===== src/rtl/mbr_node_pkg.sv =====
package mbr_node_pkg;
    localparam int unsigned DEF_COORD_W = 16;
    localparam int unsigned DEF_PTR_W   = 16;

    typedef enum logic {
        ST_IDLE   = 1'b0,
        ST_REPORT = 1'b1
    } node_state_e;
endpackage


===== src/rtl/mbr_overlap_cmp.sv =====
module mbr_overlap_cmp #(
    parameter int unsigned CW = 16
) (
    input  logic          s_valid,
    input  logic [CW-1:0] s_lo_x,
    input  logic [CW-1:0] s_lo_y,
    input  logic [CW-1:0] s_hi_x,
    input  logic [CW-1:0] s_hi_y,
    input  logic [CW-1:0] q_lo_x,
    input  logic [CW-1:0] q_lo_y,
    input  logic [CW-1:0] q_hi_x,
    input  logic [CW-1:0] q_hi_y,
    output logic          hit
);
    logic x_ok;
    logic y_ok;

    // Inclusive bounds: touching edges count as overlap.
    always_comb begin
        x_ok = (q_lo_x <= s_hi_x) && (s_lo_x <= q_hi_x);
        y_ok = (q_lo_y <= s_hi_y) && (s_lo_y <= q_hi_y);
        hit  = s_valid && x_ok && y_ok;
    end
endmodule


===== src/rtl/mbr_slot.sv =====
module mbr_slot #(
    parameter int unsigned CW = 16,
    parameter int unsigned PW = 16
) (
    input  logic          clk,
    input  logic          rst_n,
    input  logic          wr_en,
    input  logic          wr_valid,
    input  logic [CW-1:0] wr_lo_x,
    input  logic [CW-1:0] wr_lo_y,
    input  logic [CW-1:0] wr_hi_x,
    input  logic [CW-1:0] wr_hi_y,
    input  logic [PW-1:0] wr_ptr,
    input  logic [CW-1:0] q_lo_x,
    input  logic [CW-1:0] q_lo_y,
    input  logic [CW-1:0] q_hi_x,
    input  logic [CW-1:0] q_hi_y,
    output logic          hit,
    output logic [PW-1:0] ptr
);
    logic          vld_q;
    logic [CW-1:0] lo_x_q, lo_y_q, hi_x_q, hi_y_q;
    logic [PW-1:0] ptr_q;

    always_ff @(posedge clk or negedge rst_n) begin
        if (!rst_n) begin
            vld_q  <= 1'b0;
            lo_x_q <= '0;
            lo_y_q <= '0;
            hi_x_q <= '0;
            hi_y_q <= '0;
            ptr_q  <= '0;
        end else if (wr_en) begin
            vld_q  <= wr_valid;
            lo_x_q <= wr_lo_x;
            lo_y_q <= wr_lo_y;
            hi_x_q <= wr_hi_x;
            hi_y_q <= wr_hi_y;
            ptr_q  <= wr_ptr;
        end
    end

    mbr_overlap_cmp #(.CW(CW)) u_cmp (
        .s_valid (vld_q),
        .s_lo_x  (lo_x_q),
        .s_lo_y  (lo_y_q),
        .s_hi_x  (hi_x_q),
        .s_hi_y  (hi_y_q),
        .q_lo_x  (q_lo_x),
        .q_lo_y  (q_lo_y),
        .q_hi_x  (q_hi_x),
        .q_hi_y  (q_hi_y),
        .hit     (hit)
    );

    assign ptr = ptr_q;
endmodule


===== src/rtl/mbr_node_tester.sv =====
module mbr_node_tester
    import mbr_node_pkg::*;
#(
    parameter int unsigned NX = 2,
    parameter int unsigned NY = 2,
    parameter int unsigned CW = DEF_COORD_W,
    parameter int unsigned PW = DEF_PTR_W,
    localparam int unsigned NS = NX * NY,
    localparam int unsigned XW = (NX > 1) ? $clog2(NX) : 1,
    localparam int unsigned YW = (NY > 1) ? $clog2(NY) : 1
) (
    input  logic             clk,
    input  logic             rst_n,
    input  logic             load_en,
    input  logic [XW-1:0]    load_x,
    input  logic [YW-1:0]    load_y,
    input  logic             load_valid,
    input  logic [CW-1:0]    load_lo_x,
    input  logic [CW-1:0]    load_lo_y,
    input  logic [CW-1:0]    load_hi_x,
    input  logic [CW-1:0]    load_hi_y,
    input  logic [PW-1:0]    load_ptr,
    input  logic             leaf_we,
    input  logic             leaf_in,
    input  logic             query_valid,
    input  logic [CW-1:0]    q_lo_x,
    input  logic [CW-1:0]    q_lo_y,
    input  logic [CW-1:0]    q_hi_x,
    input  logic [CW-1:0]    q_hi_y,
    output logic             result_valid,
    output logic [NS-1:0]    hit_vec,
    output logic [NS*PW-1:0] ptr_vec,
    output logic             result_leaf
);
    node_state_e state_q, state_d;

    logic [NS-1:0]    slot_hit;
    logic [NS*PW-1:0] slot_ptr;
    logic             leaf_q;
    logic [NS-1:0]    hit_q;
    logic [NS*PW-1:0] ptr_q;
    logic             rleaf_q;

    for (genvar g = 0; g < NS; g++) begin : g_slot
        logic sel;
        assign sel = load_en
                  && (load_x == XW'(g % NX))
                  && (load_y == YW'(g / NX));

        mbr_slot #(.CW(CW), .PW(PW)) u_slot (
            .clk      (clk),
            .rst_n    (rst_n),
            .wr_en    (sel),
            .wr_valid (load_valid),
            .wr_lo_x  (load_lo_x),
            .wr_lo_y  (load_lo_y),
            .wr_hi_x  (load_hi_x),
            .wr_hi_y  (load_hi_y),
            .wr_ptr   (load_ptr),
            .q_lo_x   (q_lo_x),
            .q_lo_y   (q_lo_y),
            .q_hi_x   (q_hi_x),
            .q_hi_y   (q_hi_y),
            .hit      (slot_hit[g]),
            .ptr      (slot_ptr[g*PW +: PW])
        );
    end

    // Next-state logic
    always_comb begin
        state_d = state_q;
        unique case (state_q)
            ST_IDLE:   state_d = query_valid ? ST_REPORT : ST_IDLE;
            ST_REPORT: state_d = query_valid ? ST_REPORT : ST_IDLE;
            default:   state_d = ST_IDLE;
        endcase
    end

    // State register
    always_ff @(posedge clk or negedge rst_n) begin
        if (!rst_n) state_q <= ST_IDLE;
        else        state_q <= state_d;
    end

    // Node leaf flag
    always_ff @(posedge clk or negedge rst_n) begin
        if (!rst_n)       leaf_q <= 1'b0;
        else if (leaf_we) leaf_q <= leaf_in;
    end

    // Result capture
    always_ff @(posedge clk or negedge rst_n) begin
        if (!rst_n) begin
            hit_q   <= '0;
            ptr_q   <= '0;
            rleaf_q <= 1'b0;
        end else if (query_valid) begin
            hit_q   <= slot_hit;
            ptr_q   <= slot_ptr;
            rleaf_q <= leaf_q;
        end
    end

    // Outputs
    always_comb begin
        result_valid = (state_q == ST_REPORT);
        hit_vec      = hit_q;
        ptr_vec      = ptr_q;
        result_leaf  = rleaf_q;
    end
endmodule


===== config.mk =====
export PLATFORM = sky130hd
export DESIGN_NAME = mbr_node_tester
export DESIGN_NICKNAME = d
export VERILOG_FILES = /design/src/rtl/mbr_node_pkg.sv /design/src/rtl/mbr_overlap_cmp.sv /design/src/rtl/mbr_slot.sv /design/src/rtl/mbr_node_tester.sv
export SDC_FILE = /design/constraint.sdc
export NUM_CORES = 1
export LEC_CHECK = 0
export ABC_AREA = 1
export BUFFER_PORTS_ARGS = -buffer_cell sky130_fd_sc_hd__buf_2
export CAP_MARGIN = 20
export CORE_MARGIN = 2
export CORE_UTILIZATION = 60
export DETAILED_ROUTE_END_ITERATION = 8
export PLACE_DENSITY_LB_ADDON = 0.25
export SLEW_MARGIN = 10
export SYNTH_ARGS = -nofsm -noshare
export SYNTH_HDL_FRONTEND = slang
export SYNTH_SLANG_ARGS = --single-unit

===== constraint.sdc =====
create_clock -name clk -period 1.8 [get_ports clk]
set_clock_uncertainty 0.1 [all_clocks]
set_input_delay 0.36 -clock clk [delete_from_list [all_inputs] [get_ports clk]]
set_output_delay 0.36 -clock clk [all_outputs]
set_load 0.005 [all_outputs]

==> results.yml <==
sta:
  period_needed_ns: 1.79
  fin_crit_sh: 0.993
  slew_violations: 0
  fmax_mhz: 560
  setup_viol: 0
  fin_setup_tns_ns: 0
  final_hold_viol_count: 0
  hold_slack_ns: 0.0142
  rsz0062_at_grt: "yes"
  worst_pin_slew_ns: 0.467
  slew_headroom: 0.688
  worst_slack_ns: 0.0128
placed_design:
  placed_area_sq_um: 22800
  portBuffers: 222
  dp_slack_ns: -0.176
  place.gp.congestion: 0.923
  dpl.cell_count: 3108
  dp_hpwl_um: 36000
floorplan:
  die_area_sq_um: 36400
  num_rows: 68
  die_h_um: 191
  io_pins: 223
  start_util: 0.607
  die_width_um: 191
  core_sq_um: 34500
cells_and_area:
  layout_commonest_cell: "nand2_1"
  finish.utilization: 0.717
  fin_cells: 3201
  final_cell_mix: "nand2_1, dfrtp_1, inv_1, o21ai_0, ha_1"
  nFillCells: 2609
  fin_nets: 3121
  synthToLayoutAreaGrowth_pct: 18.2
  design_area_sq_um: 24700
  drive_gt1_frac: 0.165
worst_hold_path:
  hold_start: "load_hi_y[4]"
  holdPathStages: 3
  min_to: "g_slot[3].u_slot.hi_y_q[4]"
  hold_path_class: "in -> reg"
critical_path:
  crit_arrival_ns: 2.17
  rr_worst_depth: 10
  cp-end-kind: "flop"
  start_kind: "flop"
  crit_slowest_cell: "dfrtp_1"
  cp-startpoint: "g_slot[3].u_slot.lo_y_q[15]"
  slowest_delay_ns: 0.39
  r2r-start: "g_slot[3].u_slot.lo_y_q[15]"
  r2r_slack_ns: 0.01
  crit_fanout: 2
  required_ns: 2.18
  worstReg2RegEnd: "hit_vec[3]"
  worstPathCellList: "ha_1 -> a21oi_1 -> o21ai_0 -> a21oi_1 -> nand2_1 -> nand2_2 -> nand2_1 -> nor2_1 -> nand2_1 -> nand2_1"
  path_class: "reg -> reg"
  crit_top_cell: "nand2_1"
logic_synthesis:
  yosys_register_bits: 395
  syn-num-nets: 2857
  synth_cells: 2448
  postSynthAreaPerCell_sq_um: 8.54
  ys_warn_count: 0
  synth_seq_area_share: 0.473
  yosysUniqueCellTypes: 20
  syn-cell-area_sq_um: 20900
global_routing:
  overflow: 0
  antenna_found_initial: 3
  grt_pass1_vias: 17000
  grt_pass1_wl_um: 82500
  gr-usage-all-layers: 0.282
  grt_max_degree: 83
routing:
  final_antenna_net_count: 0
  drt_iter0_drc: 905
  wirelength_um: 50800
  routedWlPerCell_um: 15.9
  vias: 17100
  viasPerCell: 5.33
  first_pass_iters: 5
  drc: 0
cts:
  cts-root-buf: "clkbuf_16"
  cts_sinks: 395
  cts_tree: "done"
  clock_path_buffers: 3
  clk_pin_slew_ns: 0.06
  insertion_delay_ns: 0.55
  cts_inserted_buffers: 40
  cts_max_level: 2
power:
  leakage_nw: 13.5
  power_density_nw_per_um2: 1030
  vdd_drop_max_mv: 0.750
  power_mw: 25.5
job:
  cap_violations: 0
status:
  status: "finished clean"
[cells in the mapped netlist (all sizes together)]
| cell | count | area (sq um) |
|---|---|---|
| a21o | 4 | 30.0 |
| a21oi | 116 | 581 |
| buf | 43 | 440 |
| clkbuf | 39 | 146 |
| dfrtp | 395 | 9880 |
| ha | 256 | 3200 |
| inv | 316 | 1190 |
| nand2 | 786 | 2950 |
| nand3 | 26 | 150 |
| nand4 | 17 | 106 |
| nor2 | 70 | 263 |
| nor3 | 6 | 30.0 |
| o21a | 12 | 90.1 |
| o21ai | 353 | 1780 |
| o21bai | 9 | 67.6 |
[report_power, final]
| group | switching [mW] | total, mW | internal (mW) |
|---|---|---|---|
| logic | 3.32 | 5.77 | 2.45 |
| registers | 0.856 | 11.1 | 10.3 |
| clock network | 3.63 | 8.63 | 5.00 |
| total | 7.81 | 25.5 | 17.7 |
[what timing repair did]
item / CTS / global route
buffers inserted: 0 / 10
hold buffers: 8 / 0
pin swaps: 0 / 34
resized for setup: 6 / 83
endpoints found under the setup margin: 2 / 4
endpoints found under the hold margin: 49 / 0
[worst max path at each step]
stage / cells past startpoint / to
final: 10 / hit_vec[3]
after detailed placement: 10 / hit_vec[1]
after floorplan: 11 / hit_vec[2]
after CTS: 11 / hit_vec[1]
after global routing: 11 / hit_vec[3]
after global placement: 13 / hit_vec[2]
[per-layer routing]
metal  vias to the layer above  wire (um)  GRT usage
li1                       8397          -          -
met1                      8113      22300      0.372
met2                       441      24300      0.484
met3                       103       2790     0.0434
met4                         4       1340     0.0835
met5                         -         25          0
[worst max-delay path: cells and delay by family, from the launching register on]
kind | cells | cell delay [ns]
AO/OA/AOI/OAI | 3 | 0.48
AND/OR/NAND/NOR | 6 | 0.46
flip-flops | 1 | 0.39
adder cells (fa/ha/maj) | 1 | 0.29
[kinds of logic after synthesis]
group,count (synthesis),synth area share
AOI/OAI and AO/OA,494,0.122
DFF,395,0.473
adders and majority gates,256,0.153
buffers and inverters,398,0.0848
and+or+nand+nor,905,0.167
[registers in the layout, indices dropped and copies added (netlist names)]
register	flops
result_leaf	1
hit_vec	4
g_slot.u_slot.hi_y_q	64
g_slot.u_slot.vld_q	4
g_slot.u_slot.ptr	64
g_slot.u_slot.hi_x_q	64
g_slot.u_slot.lo_x_q	64
result_valid	1
g_slot.u_slot.lo_y_q	64
ptr_vec	64
leaf_q	1
[layout make-up]
type                            instances  area (sq um)  share of cell area
Antenna cell                            2          5.00            0.000202
Multi-Input combinational cell       1655          9700               0.392
Timing Repair Buffer                  304          1990              0.0807
Tap cell                              455           569              0.0230
Clock inverter                         19           221             0.00896
Inverter                              316          1190              0.0480
Clock buffer                           55          1160              0.0468
Sequential cell                       395          9880               0.400
(Power assumes the default switching activity.)
